<file path="src/rtl/ext_bus_bridge_pkg.sv">
package ext_bus_bridge_pkg;

  typedef enum logic [2:0] {
    PH_IDLE,
    PH_ADDR,
    PH_ASTB,
    PH_AHOLD,
    PH_DATA,
    PH_END
  } busPhase_t;

  typedef struct packed {
    logic loadReq;
    logic driveAddr;
    logic asLow;
    logic dsLow;
    logic rwLow;
    logic driveData;
    logic capture;
  } busStrobes_t;

endpackage

</file>
<file path="src/rtl/ext_bus_bridge_ctrl.sv">
module ext_bus_bridge_ctrl
  import ext_bus_bridge_pkg::*;
#(
  parameter int STATE_CLKS = 4,
  parameter int DS_STATES  = 2,
  parameter int EXT_STATES = 2
) (
  input  logic        clk,
  input  logic        rstN,
  input  logic        reqValid,
  input  logic        curWrite,
  input  logic        curExt,
  output busStrobes_t strobes,
  output logic        busy,
  output logic        done
);

  localparam int CNT_W  = (STATE_CLKS > 1) ? $clog2(STATE_CLKS) : 1;
  localparam int MAX_ST = DS_STATES + EXT_STATES;
  localparam int ST_W   = $clog2(MAX_ST + 1);

  busPhase_t       phase;
  logic [CNT_W-1:0] clkCnt;
  logic [ST_W-1:0]  stCnt;
  logic [ST_W-1:0]  phaseLen;
  logic             stateEnd;
  logic             phaseEnd;
  logic             stretch;

  // Only reads honour the extended flag.
  assign stretch = curExt && !curWrite;

  always_comb begin
    if (phase == PH_DATA)
      phaseLen = stretch ? ST_W'(MAX_ST) : ST_W'(DS_STATES);
    else
      phaseLen = ST_W'(1);
  end

  assign stateEnd = (clkCnt == CNT_W'(STATE_CLKS - 1));
  assign phaseEnd = stateEnd && (stCnt == phaseLen - ST_W'(1));

  function automatic busPhase_t nextPhase(input busPhase_t p);
    case (p)
      PH_ADDR:  return PH_ASTB;
      PH_ASTB:  return PH_AHOLD;
      PH_AHOLD: return PH_DATA;
      PH_DATA:  return PH_END;
      default:  return PH_IDLE;
    endcase
  endfunction

  always_ff @(posedge clk) begin
    if (!rstN) begin
      phase  <= PH_IDLE;
      clkCnt <= '0;
      stCnt  <= '0;
    end else if (phase == PH_IDLE) begin
      clkCnt <= '0;
      stCnt  <= '0;
      if (reqValid) phase <= PH_ADDR;
    end else if (stateEnd) begin
      clkCnt <= '0;
      if (phaseEnd) begin
        stCnt <= '0;
        phase <= nextPhase(phase);
      end else begin
        stCnt <= stCnt + ST_W'(1);
      end
    end else begin
      clkCnt <= clkCnt + CNT_W'(1);
    end
  end

  always_comb begin
    strobes           = '0;
    strobes.loadReq   = (phase == PH_IDLE) && reqValid;
    strobes.driveAddr = (phase == PH_ADDR) || (phase == PH_ASTB);
    strobes.asLow     = (phase == PH_ASTB);
    strobes.dsLow     = (phase == PH_DATA);
    strobes.rwLow     = curWrite && (phase != PH_IDLE) && (phase != PH_END);
    strobes.driveData = curWrite && (phase == PH_DATA);
    strobes.capture   = !curWrite && (phase == PH_DATA) && phaseEnd;
  end

  assign busy = (phase != PH_IDLE);
  assign done = (phase == PH_END) && phaseEnd;

endmodule

</file>
<file path="src/rtl/ext_bus_bridge_datapath.sv">
module ext_bus_bridge_datapath
  import ext_bus_bridge_pkg::*;
#(
  parameter int ADDR_W = 16,
  parameter int DATA_W = 8
) (
  input  logic                 clk,
  input  logic                 rstN,
  input  busStrobes_t          strobes,
  input  logic                 reqWrite,
  input  logic                 reqExt,
  input  logic [ADDR_W-1:0]    reqAddr,
  input  logic [DATA_W-1:0]    reqWdata,
  input  logic [DATA_W-1:0]    adIn,
  output logic                 curWrite,
  output logic                 curExt,
  output logic [DATA_W-1:0]    rdata,
  output logic [ADDR_W-DATA_W-1:0] addrHi,
  output logic [DATA_W-1:0]    adOut,
  output logic                 adOe,
  output logic                 asN,
  output logic                 dsN,
  output logic                 rwN
);

  logic [ADDR_W-1:0] curAddr;
  logic [DATA_W-1:0] curWdata;

  always_ff @(posedge clk) begin
    if (!rstN) begin
      curAddr  <= '0;
      curWdata <= '0;
      curWrite <= 1'b0;
      curExt   <= 1'b0;
    end else if (strobes.loadReq) begin
      curAddr  <= reqAddr;
      curWdata <= reqWdata;
      curWrite <= reqWrite;
      curExt   <= reqExt;
    end
  end

  // Sampled on the edge that ends the data phase, i.e. data strobe rising.
  always_ff @(posedge clk) begin
    if (!rstN)                rdata <= '0;
    else if (strobes.capture) rdata <= adIn;
  end

  assign addrHi = curAddr[ADDR_W-1:DATA_W];
  assign adOut  = strobes.driveData ? curWdata : curAddr[DATA_W-1:0];
  assign adOe   = strobes.driveAddr || strobes.driveData;
  assign asN    = !strobes.asLow;
  assign dsN    = !strobes.dsLow;
  assign rwN    = !strobes.rwLow;

endmodule

</file>
<file path="src/rtl/ext_bus_bridge.sv">
module ext_bus_bridge
  import ext_bus_bridge_pkg::*;
#(
  parameter int ADDR_W     = 16,
  parameter int DATA_W     = 8,
  parameter int STATE_CLKS = 4,
  parameter int DS_STATES  = 2,
  parameter int EXT_STATES = 2
) (
  input  logic                     clk,
  input  logic                     rstN,
  input  logic                     reqValid,
  input  logic                     reqWrite,
  input  logic                     reqExt,
  input  logic [ADDR_W-1:0]        reqAddr,
  input  logic [DATA_W-1:0]        reqWdata,
  output logic                     busy,
  output logic                     done,
  output logic [DATA_W-1:0]        rdata,
  output logic [ADDR_W-DATA_W-1:0] addrHi,
  output logic [DATA_W-1:0]        adOut,
  output logic                     adOe,
  input  logic [DATA_W-1:0]        adIn,
  output logic                     asN,
  output logic                     dsN,
  output logic                     rwN
);

  busStrobes_t strobes;
  logic        curWrite;
  logic        curExt;

  ext_bus_bridge_ctrl #(
    .STATE_CLKS(STATE_CLKS),
    .DS_STATES (DS_STATES),
    .EXT_STATES(EXT_STATES)
  ) ctrl_i (
    .clk     (clk),
    .rstN    (rstN),
    .reqValid(reqValid),
    .curWrite(curWrite),
    .curExt  (curExt),
    .strobes (strobes),
    .busy    (busy),
    .done    (done)
  );

  ext_bus_bridge_datapath #(
    .ADDR_W(ADDR_W),
    .DATA_W(DATA_W)
  ) dp_i (
    .clk     (clk),
    .rstN    (rstN),
    .strobes (strobes),
    .reqWrite(reqWrite),
    .reqExt  (reqExt),
    .reqAddr (reqAddr),
    .reqWdata(reqWdata),
    .adIn    (adIn),
    .curWrite(curWrite),
    .curExt  (curExt),
    .rdata   (rdata),
    .addrHi  (addrHi),
    .adOut   (adOut),
    .adOe    (adOe),
    .asN     (asN),
    .dsN     (dsN),
    .rwN     (rwN)
  );

endmodule

</file>
<file path="config.mk">
export PLATFORM = sky130hd
export DESIGN_NAME = ext_bus_bridge
export DESIGN_NICKNAME = d
export VERILOG_FILES = /design/src/rtl/ext_bus_bridge_pkg.sv /design/src/rtl/ext_bus_bridge_ctrl.sv /design/src/rtl/ext_bus_bridge_datapath.sv /design/src/rtl/ext_bus_bridge.sv
export SDC_FILE = /design/constraint.sdc
export NUM_CORES = 1
export LEC_CHECK = 0
export ABC_AREA = 1
export ABC_CLOCK_PERIOD_IN_PS = 3000
export CAP_MARGIN = 5
export CORE_ASPECT_RATIO = 1.1
export CORE_MARGIN = 5
export CORE_UTILIZATION = 50
export DETAILED_ROUTE_END_ITERATION = 6
export HOLD_SLACK_MARGIN = 0.03
export PLACE_DENSITY = 0.85
export RECOVER_POWER = 50
export SYNTH_ARGS = -nofsm -noshare
export SYNTH_HDL_FRONTEND = slang
export SYNTH_HIERARCHICAL = 1
export SYNTH_SLANG_ARGS = --single-unit
</file>
<file path="constraint.sdc">
create_clock -name clk -period 3 [get_ports clk]
set_clock_uncertainty 0.2 [all_clocks]
set_input_delay 0.45 -clock clk [delete_from_list [all_inputs] [get_ports clk]]
set_output_delay 0.45 -clock clk [all_outputs]
set_load 0.02 [all_outputs]
</file>
==> results_dict.tcl <==
set metrics [dict create \
    status "finished with violations" \
    violations "max-capacitance violations, max-slew violations" \
    nets 432 \
    required_ns 2.35 \
    irDropWorstVdd_mv 0.3082 \
    drc 0 \
    rows 25 \
    postCtsHoldBufs 0 \
    yosysUniqueCellTypes 27 \
    via_per_inst 4.469 \
    grt_pass1_vias 1862 \
    cts_sinks 42 \
    clkTransAtPathRegs_ns 0.07 \
    worstSetupEndpointType "output port" \
    grt_pass1_wl_um 7583 \
    yosysSeqAreaShare_pct 38.75 \
    ys_seq_elements 42 \
    wl_met1_um 1931 \
    slew_headroom_pct -7.113 \
    clock_path_buffers 2 \
    dr.pass1.iters 4 \
    crit_path_max_fanout 8 \
    power.total_mw 1.636 \
    syn-instance-count 337 \
    hp-class "reg -> reg" \
    synth_top_cell_area_share_pct 38.75 \
    reg2regPathDepth 7 \
    highest_layer "met4" \
    antenna_found_initial 0 \
    h-tree-depth 2 \
    worst_hold_slack_ns 0.2338 \
    area_delta_synth_final_pct 32.01 \
    setup_viol 0 \
    fillCellCount 382 \
    dieHeight_um 79.09 \
    worstMarginPinSlew_ns 1.607 \
    port_buffers 66 \
    hpwl_um 3437 \
    grt_max_degree 39 \
    r2r-end "dp_i/curAddr[13]" \
    finalCritPeriodShare_pct 91.15 \
    whs_endpoint "ctrl_i/clkCnt[0]" \
    post-cts-setup-buffers 0 \
    multi_input_area_um2 950.9 \
    overflow 0 \
    cts_buffers 5 \
    fmax_mhz 365.7 \
    rsz0062_at_grt "false" \
    start_util_pct 51.00 \
    dieArea_um2 5758 \
    worst_ep_arrival_time_ns 2.08 \
    die_width_um 72.81 \
    setup.worst_path.class "reg -> out" \
    tns_ns 0 \
    p_per_area_nw_per_um2 571.2 \
    final_common_cell "nand2_1" \
    syn-num-nets 376 \
    synth_area_um2 2170 \
    synth_area_leaders "dfxtp_1 (39%), nand2_1 (18%), nor2_1 (13%)" \
    p_leak_nw 1.446 \
    cts_tree "done" \
    final_max_slew_viol_count 39 \
    met2_wirelength_um 2241 \
    wirelength_um 4570 \
    clk_latency_ns 0.29 \
    gp_congestion 0.8277 \
    diodes 0 \
    layout_common_cells "nand2_1 (106), nor2_1 (74), inv_1 (50), clkdlybuf4s50_1 (49), dfxtp_1 (42)" \
    synth_top_cell_by_area "dfxtp_1" \
    hold_start "ctrl_i/clkCnt[0]" \
    syn_avg_cell_area_um2 6.438 \
    wl_met3_um 306 \
    vias 2002 \
    cts_resized 0 \
    r2r_slack_ns 1.04 \
    hold_viol_final 0 \
    holdPathStages 1 \
    cap_viol_max_count 1 \
    drtIter0Drc 105 \
    critPathLaunch "ctrl_i/phase[1]" \
    wl_per_cell_um 10.20 \
    register_area_um2 840.8 \
    synth_warnings 6 \
    ioPinCount 67 \
    cts-root-buf "clkbuf_8" \
    coreArea_um2 4254 \
    reg2reg_from "ctrl_i/phase[1]" \
    layout_min_cycle_time_ns 2.735 \
    startpoint_type "flop" \
    drtAntennaViolNets 0 \
    track_usage_pct 16.51 \
    drive_gt1_share_pct 7.360 \
]
[critical path: stages, from the launching register on]
cell,delay [ns]
dfxtp_1,0.40
nor2_8,0.18
nand2_4,0.10
nor2_1,0.18
buf_4,0.19
nand2_1,0.07
nand2_1,0.08
clkdlybuf4s50_1,0.60
[cells by family after synthesis]
group,after synthesis,share of synthesized area (%)
compound gates,6,1.499
fa+ha+maj,2,1.153
simple gates,211,40.95
buf+inv,76,17.65
flops,42,38.75
[synth_stat cells (all sizes together)]
master,instances
a211oi,1
a21oi,2
buf,20
clkbuf,1
clkinv,3
dfxtp,42
ha,2
inv,52
nand2,110
nand3,11
nand4,3
nor2,81
nor3,3
nor4,1
o21ai,3
or2,2
[flip-flops by register name, summed over array words and instances (netlist names)]
signal         count
dp_i/curWdata      8
dp_i/curExt        1
ctrl_i/phase       3
ctrl_i/clkCnt      2
dp_i/curWrite      1
dp_i/curAddr      16
dp_i/rdata         8
ctrl_i/stCnt       3
[where the power goes]
part / internal (mW) / total, mW / switching, mW
Clock: 0.185 / 0.372 / 0.187
Sequential: 0.635 / 0.688 / 0.0527
Combinational: 0.254 / 0.576 / 0.322
Total: 1.07 / 1.64 / 0.562
[area by class of cell]
cell class,count,area share (%)
repair buffers,70,24.51
inverters,55,7.252
clock inverters,2,0.4369
well taps,54,2.359
multi-input cells,219,33.20
clock buffers,6,2.883
flip-flops and latches,42,29.36
[how the worst max path moves through the flow]
| stage | to | slack (ns) | cells after the start |
|---|---|---|---|
| floorplan | done | 0.83 | 7 |
| global placement | done | 0.57 | 8 |
| detailed placement | done | 0.54 | 8 |
| CTS | done | 0.22 | 8 |
| global route | adOut[4] | 0.1 | 7 |
| finish | adOut[0] | 0.27 | 7 |
[layer usage]
metal,global-route usage (%),vias to the layer above
met3,4.304,10
li1,-,1085
met5,0,-
met1,17.87,855
met2,29.60,52
met4,7.380,0
[per-stage QoR]
step	cell area (um2)	instances	setup slack, ns	utilization, %
after global placement	2770	440	0.5711	65.12
after global routing	2864	448	0.09917	67.32
after floorplan	2170	337	0.8274	-
final	2864	448	0.2655	67.32
after detailed placement	2770	440	0.5366	65.12
after CTS	2865	448	0.2170	67.35
(Power assumes the default switching activity.)
